### config.mk
export PLATFORM = sky130hd
export DESIGN_NAME = aging_victim_sel
export DESIGN_NICKNAME = d
export VERILOG_FILES = /design/src/rtl/aging_pkg.sv /design/src/rtl/aging_frame.sv /design/src/rtl/aging_min_tree.sv /design/src/rtl/aging_victim_sel.sv
export SDC_FILE = /design/constraint.sdc
export NUM_CORES = 1
export LEC_CHECK = 0
export BUFFER_PORTS_ARGS = -buffer_cell sky130_fd_sc_hd__clkbuf_2
export CAP_MARGIN = 20
export CORE_MARGIN = 2
export CORE_UTILIZATION = 40
export CTS_BUF_LIST = sky130_fd_sc_hd__clkbuf_16
export DETAILED_ROUTE_END_ITERATION = 16
export GPL_TIMING_DRIVEN = 0
export HOLD_SLACK_MARGIN = 0.05
export SLEW_MARGIN = 20
export SYNTH_ARGS = -nofsm -noshare
export SYNTH_HDL_FRONTEND = slang
export SYNTH_SLANG_ARGS = --single-unit
export TNS_END_PERCENT = 50
### constraint.sdc
create_clock -name clk_i -period 3.8 [get_ports clk_i]
set_clock_uncertainty 0.2 [all_clocks]
set_input_delay 0.76 -clock clk_i [delete_from_list [all_inputs] [get_ports clk_i]]
set_output_delay 0.76 -clock clk_i [all_outputs]
set_load 0.01 [all_outputs]
### src/rtl/aging_pkg.sv
package aging_pkg;
  localparam int unsigned DEF_FRAMES = 4;
  localparam int unsigned DEF_CNT_W  = 8;
endpackage

### src/rtl/aging_frame.sv
module aging_frame #(
  parameter int unsigned CNT_W = aging_pkg::DEF_CNT_W
) (
  input  logic             clk_i,
  input  logic             rst_ni,
  input  logic             acc_hit_i,
  input  logic             tick_i,
  input  logic             load_hit_i,
  output logic [CNT_W-1:0] cnt_o,
  output logic             ref_o
);
  logic [CNT_W-1:0] cnt_q;
  logic             ref_q;

  always_ff @(posedge clk_i or negedge rst_ni) begin
    if (!rst_ni) begin
      cnt_q <= '0;
      ref_q <= 1'b0;
    end else if (load_hit_i) begin
      cnt_q <= '0;
      ref_q <= 1'b1;
    end else begin
      if (tick_i) cnt_q <= {ref_q, cnt_q[CNT_W-1:1]};
      // same-cycle access lands after the clear
      ref_q <= tick_i ? acc_hit_i : (ref_q | acc_hit_i);
    end
  end

  assign cnt_o = cnt_q;
  assign ref_o = ref_q;
endmodule

### src/rtl/aging_min_tree.sv
module aging_min_tree #(
  parameter int unsigned N     = aging_pkg::DEF_FRAMES,
  parameter int unsigned W     = aging_pkg::DEF_CNT_W,
  parameter int unsigned IDX_W = $clog2(N)
) (
  input  logic [N-1:0][W-1:0] val_i,
  output logic [IDX_W-1:0]    idx_o
);
  localparam int unsigned LEAVES = 1 << IDX_W;
  localparam int unsigned NODES  = 2 * LEAVES - 1;

  logic [W-1:0]     node_val [NODES];
  logic [IDX_W-1:0] node_idx [NODES];

  for (genvar i = 0; i < LEAVES; i++) begin : g_leaf
    if (i < N) begin : g_real
      assign node_val[LEAVES-1+i] = val_i[i];
    end else begin : g_pad
      assign node_val[LEAVES-1+i] = '1;
    end
    assign node_idx[LEAVES-1+i] = IDX_W'(i);
  end

  // left subtree holds lower indices; <= keeps it on a tie
  for (genvar k = 0; k < LEAVES - 1; k++) begin : g_node
    logic pick_left;
    assign pick_left   = node_val[2*k+1] <= node_val[2*k+2];
    assign node_val[k] = pick_left ? node_val[2*k+1] : node_val[2*k+2];
    assign node_idx[k] = pick_left ? node_idx[2*k+1] : node_idx[2*k+2];
  end

  assign idx_o = node_idx[0];
endmodule

### src/rtl/aging_victim_sel.sv
module aging_victim_sel #(
  parameter int unsigned NUM_FRAMES = aging_pkg::DEF_FRAMES,
  parameter int unsigned CNT_W      = aging_pkg::DEF_CNT_W,
  localparam int unsigned IDX_W     = $clog2(NUM_FRAMES)
) (
  input  logic             clk_i,
  input  logic             rst_ni,
  input  logic             acc_valid_i,
  input  logic [IDX_W-1:0] acc_frame_i,
  input  logic             tick_i,
  input  logic             load_valid_i,
  input  logic [IDX_W-1:0] load_frame_i,
  input  logic             fault_req_i,
  output logic             victim_valid_o,
  output logic [IDX_W-1:0] victim_frame_o
);
  logic [NUM_FRAMES-1:0][CNT_W-1:0] cnt_vec;
  logic [NUM_FRAMES-1:0]            ref_vec;
  logic [IDX_W-1:0]                 min_idx;

  for (genvar i = 0; i < NUM_FRAMES; i++) begin : g_frame
    aging_frame #(.CNT_W(CNT_W)) i_frame (
      .clk_i      (clk_i),
      .rst_ni     (rst_ni),
      .acc_hit_i  (acc_valid_i && (acc_frame_i == IDX_W'(i))),
      .tick_i     (tick_i),
      .load_hit_i (load_valid_i && (load_frame_i == IDX_W'(i))),
      .cnt_o      (cnt_vec[i]),
      .ref_o      (ref_vec[i])
    );
  end

  aging_min_tree #(.N(NUM_FRAMES), .W(CNT_W), .IDX_W(IDX_W)) i_min (
    .val_i (cnt_vec),
    .idx_o (min_idx)
  );

  always_ff @(posedge clk_i or negedge rst_ni) begin
    if (!rst_ni) begin
      victim_valid_o <= 1'b0;
      victim_frame_o <= '0;
    end else begin
      victim_valid_o <= fault_req_i;
      if (fault_req_i) victim_frame_o <= min_idx;
    end
  end
endmodule

==> impl_metrics.env <==
export IMPL_drt_vias_per_instance=5.019
export IMPL_setup_viol=0
export IMPL_crit_buf_inv=1
export IMPL_insertion_delay_ns=0.28
export IMPL_dp_hpwl_mm=3.214
export IMPL_p_per_area_nw_per_um2=560.3
export IMPL_power_share_clock_pct=27.1
export IMPL_cp_required_ns=3.80
export IMPL_worstPathCellList="ha_1 > nor2b_1 > o211ai_1 > a21oi_1 > o22ai_2 > buf_2 > o21ai_0 > ha_1 > nor2b_1 > o211ai_1 > a21oi_1 > o22ai_1 > or3_1 > a31oi_1"
export IMPL_slew_violations=0
export IMPL_area_growth_syn_to_layout_pct=12.18
export IMPL_worstHoldEndpoint="victim_frame_o[1]$_DFFE_PN0P_"
export IMPL_routed_wirelength_mm=4.217
export IMPL_max_freq_mhz=295.8
export IMPL_gr_total_overflow=0
export IMPL_seq_area_frac_synth_pct=42.23
export IMPL_reg2reg_depth=14
export IMPL_ioPinCount=13
export IMPL_combPwrFrac_pct=36.0
export IMPL_ys_ff_latch=39
export IMPL_start_util_pct=41.71
export IMPL_nets=283
export IMPL_n_antenna_cell=0
export IMPL_cts_buffer_depth=2
export IMPL_switching_share_pct=34.62
export IMPL_rr_endpoint="victim_frame_o[0]$_DFFE_PN0P_"
export IMPL_dp_slack_ns=0.4451
export IMPL_worstHoldPathCells=2
export IMPL_max_cap_violations=0
export IMPL_numPortBuffers=11
export IMPL_crit_path_end_kind="register"
export IMPL_fin_area_um2=2592
export IMPL_post_dp_cell_area_um2=2456
export IMPL_cts_clk_slew_worst_paths_ns=0.06
export IMPL_vias=1616
export IMPL_tns_ns=0
export IMPL_cts_tree="built"
export IMPL_path_class="register to register"
export IMPL_core_um2=5540
export IMPL_rows=27
export IMPL_place_congestion=0.8315
export IMPL_grt_antenna_before_repair=0
export IMPL_yosysUniqueCellTypes=29
export IMPL_p_switching_uw=502.9
export IMPL_crit_path_top_delay_cell="dfrtp_1"
export IMPL_arrival_ns=3.38
export IMPL_layout_commonest_cell="mux2i_1"
export IMPL_synth_area_um2=2311
export IMPL_worst_pin_slew_ns=0.8512
export IMPL_p_seq_share_pct=37.0
export IMPL_hold_path_startpoint="victim_frame_o[1]$_DFFE_PN0P_"
export IMPL_yosysWarnings=0
export IMPL_ant_nets=0
export IMPL_cts_resized=0
export IMPL_ctsHoldBuffers=0
export IMPL_cts_sinks=39
export IMPL_min_path_type="register to register"
export IMPL_hold_viol=0
export IMPL_syn_nets=265
export IMPL_start_kind="register"
export IMPL_fp_dieArea_um2=6402
export IMPL_root_buffer="clkbuf_16"
export IMPL_r2r_slack_ns=0.42
export IMPL_finalWorstSetupSlack_ns=0.4192
export IMPL_most_common_layout_cells="mux2i_1, dfrtp_1, nor2_1, inv_1, ha_1"
export IMPL_grt_pass1_vias=1558
export IMPL_synthCells=231
export IMPL_ir_drop_v=0.0002625
export IMPL_drive_gt1_share_pct=10.80
export IMPL_die_h_um=80.01
export IMPL_finalCritPeriodShare_pct=88.97
export IMPL_drc=0
export IMPL_rsz0062_at_grt="false"
export IMPL_relSlewSlack_pct=43.25
export IMPL_grt_pass1_wl_mm=7.500
export IMPL_drtIter0Drc=35
export IMPL_grt_max_degree=40
export IMPL_grt_usage_pct=14.97
export IMPL_numCtsBuffers=5
export IMPL_postCtsSetupRepairBufs=0
export IMPL_r2r_start="g_frame[0].i_frame.cnt_o[1]$_DFFE_PN0P_"
export IMPL_slowest_delay_ns=0.41
export IMPL_wire_per_inst_um=13.10
export IMPL_die_w_um=80.01
export IMPL_path_max_fanout=10
export IMPL_fill_cells=555
export IMPL_outcome="finished clean"
export IMPL_first_pass_iters=4
export IMPL_fin_crit_ns=3.381
export IMPL_avgSynthCellArea_um2=10.00
export IMPL_h_tree_depth=2
export IMPL_p_int_uw=949.8
export IMPL_cp_top_family="compound AO/OA/AOI/OAI gates"
export IMPL_leakage_uw=0.001339
==> cell families after synthesis <==
family | synth area share, %
AO/OA/AOI/OAI | 8.933
AND/OR/NAND/NOR | 12.29
multiplexers | 18.41
buffers and inverters | 5.143
flip-flops | 42.23
adder cells (fa/ha/maj) | 12.99
==> cell type report <==
class | count | area (um^2) | share of cell area, %
plain buffers | 7 | 32.53 | 1.255
clock buffers | 5 | 125.1 | 4.826
clock inverters | 3 | 11.26 | 0.4344
inverters | 23 | 86.33 | 3.330
multi-input cells | 162 | 1216 | 46.91
flip-flops and latches | 39 | 975.9 | 37.64
well taps | 72 | 90.09 | 3.475
repair buffers | 11 | 55.05 | 2.124
==> worst max-delay path by stage <==
| stage | end | slack, ns | start | cells after the start |
|---|---|---|---|---|
| final | victim_frame_o[0]$_DFFE_PN0P_ | 0.42 | g_frame[0].i_frame.cnt_o[1]$_DFFE_PN0P_ | 14 |
| after floorplan | victim_frame_o[0]$_DFFE_PN0P_ | 0.80 | g_frame[2].i_frame.cnt_o[2]$_DFFE_PN0P_ | 13 |
| after CTS | victim_frame_o[0]$_DFFE_PN0P_ | 0.42 | g_frame[0].i_frame.cnt_o[1]$_DFFE_PN0P_ | 14 |
| after global placement | victim_frame_o[0]$_DFFE_PN0P_ | 0.52 | g_frame[0].i_frame.cnt_o[1]$_DFFE_PN0P_ | 14 |
| after global routing | victim_frame_o[0]$_DFFE_PN0P_ | 0.17 | g_frame[0].i_frame.cnt_o[1]$_DFFE_PN0P_ | 14 |
| after detailed placement | victim_frame_o[0]$_DFFE_PN0P_ | 0.45 | g_frame[0].i_frame.cnt_o[1]$_DFFE_PN0P_ | 14 |
==> power groups by stage <==
| stage | Combinational (uW) | Sequential [uW] | Clock (uW) |
|---|---|---|---|
| 6_report | 523 | 537 | 393 |
| 5_1_grt | 606 | 547 | 421 |
| 4_1_cts | 531 | 538 | 407 |
| 2_1_floorplan | 409 | 534 | 0 |
| 3_5_place_dp | 529 | 545 | 0 |
| 3_3_place_gp | 517 | 543 | 0 |
==> metrics by stage <==
stage | utilization (%) | std cells | hold WS [ns] | power [uW]
2_1_floorplan | - | 231 | 0.2644 | 942.5
6_report | 46.79 | 322 | 0.3133 | 1453
3_5_place_dp | 44.33 | 314 | 0.3106 | 1074
5_1_grt | 46.79 | 322 | 0.3537 | 1574
3_3_place_gp | 44.33 | 314 | 0.2991 | 1060
4_1_cts | 46.79 | 322 | 0.3198 | 1476
==> worst register-to-register path, stage by stage (launching register included) <==
cell and delay, ns:
dfrtp_1 0.41, ha_1 0.32, nor2b_1 0.14, o211ai_1 0.16, a21oi_1 0.10, o22ai_2 0.27, buf_2 0.26, o21ai_0 0.12
ha_1 0.31, nor2b_1 0.15, o211ai_1 0.10, a21oi_1 0.14, o22ai_1 0.11, or3_1 0.34, a31oi_1 0.18
==> cells in the mapped netlist, drive strengths merged <==
cell	n	share of area [%]
mux2i	41	18
dfrtp	39	42
nor2	36	6.2
ha	24	13
inv	23	3.7
o21ai	12	2.6
nand2	11	1.8
a21oi	10	2.2
buf	5	1.1
nand4	5	1.4
a31oi	4	1.1
nor2b	3	0.81
clkbuf	2	0.32
o211ai	2	0.65
o22ai	2	0.81
a211oi	1	0.32
a21o	1	0.38
a311o	1	0.43
and3	1	0.27
and3b	1	0.38
mux2	1	0.65
nand2b	1	0.27
nand3	1	0.22
nor3	1	0.22
nor3b	1	0.54
o221a	1	0.49
or3	1	0.27
==> sequential cells by signal, summed over array words and instances, names as in the netlist <==
register               flops
victim_frame_o             2
victim_valid_o             1
g_frame.i_frame.ref_o      4
g_frame.i_frame.cnt_o     32
==> metal layers <==
| layer | part of all wire, % | GRT usage [%] |
|---|---|---|
| met1 | 53 | 20.84 |
| met2 | 43 | 22.75 |
| met3 | 3.0 | 3.507 |
| met4 | 1.6 | 5.085 |
| met5 | 0 | 0 |
Note: power is estimated with default switching activity, not from simulation.
